`config.mk`:
```
export PLATFORM = sky130hd
export DESIGN_NAME = spi_frame_follower
export DESIGN_NICKNAME = d
export VERILOG_FILES = /design/src/rtl/spi_ff_pkg.sv /design/src/rtl/spi_ff_sync.sv /design/src/rtl/spi_ff_shift.sv /design/src/rtl/spi_ff_frame.sv /design/src/rtl/spi_frame_follower.sv
export SDC_FILE = /design/constraint.sdc
export NUM_CORES = 1
export LEC_CHECK = 0
export BUFFER_PORTS_ARGS = -buffer_cell sky130_fd_sc_hd__buf_2
export CAP_MARGIN = 10
export CORE_UTILIZATION = 50
export DETAILED_ROUTE_END_ITERATION = 10
export PLACE_DENSITY = 0.73
export SLEW_MARGIN = 15
export SYNTH_ARGS = -nofsm -noshare
export SYNTH_HDL_FRONTEND = slang
export SYNTH_SLANG_ARGS = --single-unit
```
`constraint.sdc`:
```
create_clock -name clk -period 1.5 [get_ports clk]
set_input_delay 0 -clock clk [delete_from_list [all_inputs] [get_ports clk]]
set_output_delay 0 -clock clk [all_outputs]
set_load 0.02 [all_outputs]
```
`src/rtl/spi_ff_pkg.sv`:
```
`timescale 1ns/1ps
package spi_ff_pkg;

    localparam int WORD_W  = 16;
    localparam int GROUP_W = 8;
    localparam int CNT_W   = $clog2(WORD_W);

    // Bit counter: first word phase, then repeating groups
    typedef struct packed {
        logic             past_first;
        logic [CNT_W-1:0] cnt;
    } bitcnt_t;

    // Synchronized pin events in the system clock domain
    typedef struct packed {
        logic cs_low;
        logic cs_fall;
        logic cs_rise;
        logic sck_rise;
        logic sck_fall;
        logic sdi;
    } pin_ev_t;

    function automatic bitcnt_t count_step(bitcnt_t c);
        bitcnt_t n;
        n = c;
        if (!c.past_first) begin
            if (c.cnt == CNT_W'(WORD_W - 1)) begin
                n.past_first = 1'b1;
                n.cnt        = '0;
            end else begin
                n.cnt = c.cnt + 1'b1;
            end
        end else if (c.cnt == CNT_W'(GROUP_W - 1)) begin
            n.cnt = '0;
        end else begin
            n.cnt = c.cnt + 1'b1;
        end
        return n;
    endfunction

    function automatic logic length_ok(bitcnt_t c);
        return c.past_first && (c.cnt == '0);
    endfunction

endpackage

```
`src/rtl/spi_ff_sync.sv`:
```
`timescale 1ns/1ps
module spi_ff_sync
    import spi_ff_pkg::*;
#(
    parameter int SYNC_STAGES = 2
) (
    input  logic    clk,
    input  logic    rst,
    input  logic    cs_n,
    input  logic    sck,
    input  logic    sdi,
    output pin_ev_t ev
);
    localparam int   LINES   = 3;
    localparam logic [LINES-1:0] RST_VAL = 3'b001;  // cs_n idles high

    logic [LINES-1:0] raw;
    logic [LINES-1:0] line_s;
    logic [LINES-1:0] line_p;

    assign raw = {sdi, sck, cs_n};

    for (genvar i = 0; i < LINES; i++) begin : g_line
        logic [SYNC_STAGES:0] pipe;
        always_ff @(posedge clk) begin
            if (rst) pipe <= {(SYNC_STAGES + 1){RST_VAL[i]}};
            else     pipe <= {pipe[SYNC_STAGES-1:0], raw[i]};
        end
        assign line_s[i] = pipe[SYNC_STAGES-1];
        assign line_p[i] = pipe[SYNC_STAGES];
    end

    always_comb begin
        ev.cs_low   = ~line_s[0];
        ev.cs_fall  =  line_p[0] & ~line_s[0];
        ev.cs_rise  = ~line_p[0] &  line_s[0];
        ev.sck_rise = ~line_p[1] &  line_s[1] & ~line_s[0];
        ev.sck_fall =  line_p[1] & ~line_s[1] & ~line_s[0];
        ev.sdi      =  line_s[2];
    end

endmodule

```
`src/rtl/spi_ff_shift.sv`:
```
`timescale 1ns/1ps
module spi_ff_shift
    import spi_ff_pkg::*;
(
    input  logic              clk,
    input  logic              rst,
    input  pin_ev_t           ev,
    input  logic [WORD_W-1:0] load_word,
    output logic [WORD_W-1:0] sr_q,
    output logic              sdo_q,
    output logic              len_ok
);
    bitcnt_t cnt_q;

    always_ff @(posedge clk) begin
        if (rst) begin
            sr_q  <= '0;
            sdo_q <= 1'b0;
            cnt_q <= '0;
        end else if (ev.cs_fall) begin
            sr_q  <= load_word;
            cnt_q <= '0;
        end else begin
            if (ev.sck_fall) begin
                sr_q  <= {sr_q[WORD_W-2:0], ev.sdi};
                cnt_q <= count_step(cnt_q);
            end
            if (ev.sck_rise) begin
                sdo_q <= sr_q[WORD_W-1];
            end
        end
    end

    assign len_ok = length_ok(cnt_q);

    // with chip select idle, neither count nor data moves
    assert_idle_hold_R9: assert property (@(posedge clk) disable iff (rst)
        !ev.cs_low |=> ($stable(cnt_q) && $stable(sr_q)));

    // after the first word the counter stays inside one group
    assert_cnt_range_R5: assert property (@(posedge clk) disable iff (rst)
        cnt_q.past_first |-> (cnt_q.cnt < CNT_W'(GROUP_W)));

endmodule

```
`src/rtl/spi_ff_frame.sv`:
```
`timescale 1ns/1ps
module spi_ff_frame
    import spi_ff_pkg::*;
(
    input  logic              clk,
    input  logic              rst,
    input  logic              cs_rise,
    input  logic              len_ok,
    input  logic [WORD_W-1:0] sr_q,
    output logic [WORD_W-1:0] rx_word,
    output logic              rx_valid,
    output logic              ter_q
);
    always_ff @(posedge clk) begin
        if (rst) begin
            rx_word  <= '0;
            rx_valid <= 1'b0;
            ter_q    <= 1'b0;
        end else begin
            rx_valid <= 1'b0;
            if (cs_rise) begin
                if (len_ok) begin
                    rx_word  <= sr_q;
                    rx_valid <= 1'b1;
                    ter_q    <= 1'b0;
                end else begin
                    ter_q    <= 1'b1;
                end
            end
        end
    end

    // strobe lasts one clock
    assert_strobe_single_R5: assert property (@(posedge clk) disable iff (rst)
        rx_valid |=> !rx_valid);

    // an accepted frame leaves the error flag clear
    assert_valid_clears_R7: assert property (@(posedge clk) disable iff (rst)
        rx_valid |-> !ter_q);

endmodule

```
`src/rtl/spi_frame_follower.sv`:
```
`timescale 1ns/1ps
module spi_frame_follower
    import spi_ff_pkg::*;
#(
    parameter int SYNC_STAGES = 2
) (
    input  logic              clk,
    input  logic              rst,
    input  logic              cs_n,
    input  logic              sck,
    input  logic              sdi,
    input  logic [WORD_W-2:0] tx_data,
    output logic              sdo,
    output logic              sdo_en,
    output logic [WORD_W-1:0] rx_word,
    output logic              rx_valid
);
    pin_ev_t           ev;
    logic [WORD_W-1:0] sr_q;
    logic              len_ok;
    logic              ter_q;

    spi_ff_sync #(.SYNC_STAGES(SYNC_STAGES)) u_sync (
        .clk (clk),
        .rst (rst),
        .cs_n(cs_n),
        .sck (sck),
        .sdi (sdi),
        .ev  (ev)
    );

    spi_ff_shift u_shift (
        .clk      (clk),
        .rst      (rst),
        .ev       (ev),
        .load_word({ter_q, tx_data}),
        .sr_q     (sr_q),
        .sdo_q    (sdo),
        .len_ok   (len_ok)
    );

    spi_ff_frame u_frame (
        .clk     (clk),
        .rst     (rst),
        .cs_rise (ev.cs_rise),
        .len_ok  (len_ok),
        .sr_q    (sr_q),
        .rx_word (rx_word),
        .rx_valid(rx_valid),
        .ter_q   (ter_q)
    );

    assign sdo_en = ev.cs_low;

    // a frame ending off a boundary raises the error flag
    assert_bad_len_sets_ter_R6: assert property (@(posedge clk) disable iff (rst)
        (ev.cs_rise && !len_ok) |=> (ter_q && !rx_valid));

    // data out cannot move while the output is disabled
    assert_sdo_quiet_R8: assert property (@(posedge clk) disable iff (rst)
        !sdo_en |=> $stable(sdo));

endmodule

```
# Word-level counts from Yosys, hierarchy flattened
# Cells that the tools add are included.
# totals
out_inout_bits	19
word_cells	41
inputBits	20
register_bits	48
# op_classes
n_mux	9
reduce_logical	7
bitwise_logic	12
n_addsub	1
eq_ne	2
# ops
op	count
two-way mux 16 bit	2
two-way mux 4 bit	3
AND 1 bit	6
inverter 1 bit	6
adder 4 x 1 -> 4 bit (second input constant)	1
== test 4 x 3 -> 1 bit (second input constant)	1
== test 4 bit (second input constant)	1
logical NOT 4 bit	1
two-way mux 1 bit	4
AND reduction 2 bit	2
OR reduction 2 bit	2
nonzero test 2 bit	1
logical AND 1 bit	1

# Longest topological paths before layout
# depth
depth_word	5
depth_mapped	7
ltp_nobuf	5

# Modules after synthesis
# A second synthesis with hierarchy kept.
# unflattened
cells_unflattened	204
hier_area_um2	2200.9
# by_module_without_submodules
module	area_each_um2	n_inst	seq_area_each_um2	cells_per_inst
spi_ff_shift	1113.6	1	440.4	102
spi_ff_frame	838.3	1	360.3	80
spi_ff_sync	249.0	1	160.2	22

# Worst setup path after synthesis
# OpenSTA, ideal clock, no wires.
# synth_timing
kind	register to register
startpoint	register u_shift.cnt_q[0] in the netlist's numbering
endpoint	register u_frame.rx_word[10]
setup_time_ps	72
arrival_time_ps	1225
period_less_slack_ps	1296
path_stages_with_launch	8
required_ps	1428
setup_slack_ps	204
path_buffers	2
path_cell_list	dfxtp_1 inv_1 ha_1 nand4bb_1 nor3_2 buf_6 buf_12 mux2i_1
# synth_via
elab_chain_cells	3
# synth_rtl
element	line_no	source
start: declaration	spi_ff_shift.sv:13	bitcnt_t cnt_q;
start signal: assignment	spi_ff_shift.sv:26	cnt_q <= count_step(cnt_q);
logical NOT 4 bit	spi_ff_pkg.sv:43	return c.past_first && (c.cnt == '0);
logical AND 1 bit	spi_ff_pkg.sv:43	
AND reduction 2 bit (no line)	n/a	
end signal: assignment	spi_ff_frame.sv:23	rx_word <= sr_q;
end: declaration	spi_ff_frame.sv:10	output logic [WORD_W-1:0] rx_word,
# No other way between the ends.
# A chain may end at the register's enable or synchronous reset.

# Worst setup path after layout
# layout_timing
startpoint	register u_shift.cnt_q[0] in the netlist's numbering
endpoint	register u_frame.rx_word[8]
# Same word-level chain as after synthesis.

==> results.sh <==
export IMPL_max_cap_violations=0
export IMPL_leakage_nw=0.977
export IMPL_dp_slack_ns=0.0363
export IMPL_die_area_um2=4410
export IMPL_hpwl_um=2710
export IMPL_synth_top_family_by_area="simple AND/OR/NAND/NOR gates"
export IMPL_synth_cell_type_count=36
export IMPL_timing_hold_violations_final=0
export IMPL_clkSinkCount=48
export IMPL_status="finished, final reports clean"
export IMPL_syn_area_um2=2080
export IMPL_cp_end_kind="flop"
export IMPL_core_area_um2=4000
export IMPL_antenna_found_initial=0
export IMPL_async_flop_share=0
export IMPL_syn_nets=226
export IMPL_drv_slew=0
export IMPL_synthCells=204
export IMPL_synth_flop_cell="dfxtp_1"
export IMPL_synth_top_area_frac=0.463
export IMPL_routed_wl_um=4080
export IMPL_cts_buffers=5
export IMPL_grt_overflow=0
export IMPL_synth_compound_area_frac=0.158
export IMPL_synth_edf_count=0
export IMPL_clkTransAtPathRegs_ns=0.09
export IMPL_rsz0062_at_grt="yes"
export IMPL_path_class="reg -> reg"
export IMPL_synth_seq_area_share=0.463
export IMPL_p_per_area_nw_per_um2=883
export IMPL_required_ns=1.74
export IMPL_fp_dieW_um=66.4
export IMPL_cts_tree="yes"
export IMPL_synthAdderAreaFrac=0.0121
export IMPL_worst_slack_ns=0.0213
export IMPL_viasPerCell=5.27
export IMPL_finalNetCount=278
export IMPL_clk_latency_ns=0.30
export IMPL_ant_nets=0
export IMPL_io_buffers=38
export IMPL_fin_skew_ns=0.00445
export IMPL_globalplace_congestion=0.850
export IMPL_yosys_top_cells_area="dfxtp_1 46%, nand2b_1 11%, mux2i_1 9.2%"
export IMPL_critPathLaunchType="flop"
export IMPL_fp_dieH_um=66.4
export IMPL_synth_most_common_cell="dfxtp_1"
export IMPL_ctsLongestPathBuffers=2
export IMPL_drc=0
export IMPL_diodes=0
export IMPL_yosys_top_cells_count="48 x dfxtp_1, 35 x nand2b_1, 19 x mux2i_1"
export IMPL_vias=1617
export IMPL_synth_top_area_cell="dfxtp_1"
export IMPL_min_period_ns=1.48
export IMPL_drt_wirelength_per_cell_um=13.3
export IMPL_setup_violations=0
export IMPL_cts_htree_levels=2
export IMPL_timing_hold_ws_ns=0.00115
export IMPL_ys_warn_count=0
export IMPL_std_cell_rows=23
export IMPL_period_share=0.986
export IMPL_synth_xor_area_frac=0.00844
export IMPL_cp_max_fo=6
export IMPL_slew_limit_headroom=0.671
export IMPL_synth_area_mux_share=0.0916
export IMPL_grt_max_degree=24
export IMPL_synth_seq_cells=48
export IMPL_min_delay_path_class="in -> reg"
export IMPL_track_usage=0.194
export IMPL_grt_pass1_vias=1355
export IMPL_drt_first_pass_iters=4
export IMPL_cts_root_buf="clkbuf_8"
export IMPL_arrival_ns=1.72
export IMPL_report_power_total_mw=2.30
export IMPL_drtIter0Drc=88
export IMPL_io_pin_count=39
export IMPL_initial_core_util=0.519
export IMPL_worstMarginPinSlew_ns=0.493
export IMPL_drive_above_1_share=0.288
export IMPL_synth_simple_area_share=0.210
export IMPL_max_clock_freq_mhz=676
export IMPL_synth_area_per_cell_um2=10.2
export IMPL_grt_pass1_wl_um=6380
export IMPL_peakVddDrop_v=0.000728
export IMPL_area_growth_pct=25.2
state kept, by name (all words and copies together), names as in the netlist:
signal              cells
u_sync.g_line.pipe      8
u_frame.ter_q           1
u_shift.sdo_q           1
u_frame.rx_valid        1
u_frame.rx_word        16
u_shift.cnt_q           5
u_shift.sr_q           16
metrics by stage:
stage	instance area (µm²)	util	setup TNS, ns	std cells
after floorplan	2080	-	0	204
after detailed placement	2320	0.581	0	288
after CTS	2500	0.626	0	304
after global routing	2600	0.650	-0.252	307
after global placement	2320	0.581	0	288
final	2600	0.650	0	307
final timing paths:
path,cells past startpoint,start,slack [ns],end
hold / removal,3,tx_data[14],0.001,u_shift.sr_q[14]
hold reg to reg,1,u_sync.g_line[0].pipe[0],0.41,u_sync.g_line[0].pipe[1]
setup / recovery,6,u_shift.cnt_q[0],0.02,u_frame.rx_word[8]
setup reg to reg,6,u_shift.cnt_q[0],0.02,u_frame.rx_word[8]
metal layers:
metal	GRT usage	part of all wire	wire (µm)	vias up
met3	0.0431	0.033	136	7
met4	0.0798	0.018	73	0
li1	-	-	-	820
met5	0	0	0	-
met1	0.269	0.50	2030	762
met2	0.288	0.45	1840	28
cells by family (layout without fill, tap and decap cells):
logic type | count (synthesis) | after routing
adders and majority gates | 2 | 2
buffers and inverters | 21 | 74
AOI/OAI and AO/OA | 44 | 44
xor gates and xnor gates | 2 | 2
and+or+nand+nor | 68 | 68
muxes | 19 | 19
DFF | 48 | 48
worst max-delay path, cell delays in order (launching register included):
cell,delay [ns]
dfxtp_2,0.34
inv_2,0.07
ha_4,0.13
nand4bb_4,0.13
nor3_4,0.34
clkbuf_16,0.23
mux2i_1,0.17
where the power goes:
group | leakage [nW] | internal, mW | switching [mW] | total, mW
registers | 0.390 | 1.30 | 0.0247 | 1.32
logic | 0.543 | 0.0934 | 0.0715 | 0.165
clock network | 0.0434 | 0.373 | 0.433 | 0.806
layout by cell type (no fill, tap or decap), types with 2 or more instances in the layout:
cell type	count
a21oi_1	6
a221o_1	2
a22oi_1	12
a311oi_1	2
and4bb_2	2
buf_2	38
buf_4	9
clkbuf_8	6
clkinvlp_4	2
dfxtp_1	46
dfxtp_2	2
dlygate4sd3_1	9
inv_1	4
inv_2	3
mux2i_1	19
nand2_1	5
nand2b_1	35
nand3b_1	2
nor2_1	9
nor2b_1	5
nor3b_4	2
o21ai_0	4
o2bb2ai_1	13
or2_2	2
xnor2_1	2
cell type report:
cell class | count | area (µm²)
well taps | 50 | 62.6
fillers | 326 | 1400
inverters | 7 | 26.3
repair buffers | 59 | 404
clock inverters | 2 | 15.0
flip-flops and latches | 48 | 963
multi-input cells | 135 | 1040
clock buffers | 6 | 82.6
timing repair:
item                                    4_1_cts  5_1_grt
endpoints found under the setup margin        0       29
resized for setup                             0       11
endpoints found under the hold margin         8        1
setup buffers                                 0        1
hold buffers                                  8        1
No activity file was read; power rests on OpenSTA's default activity.
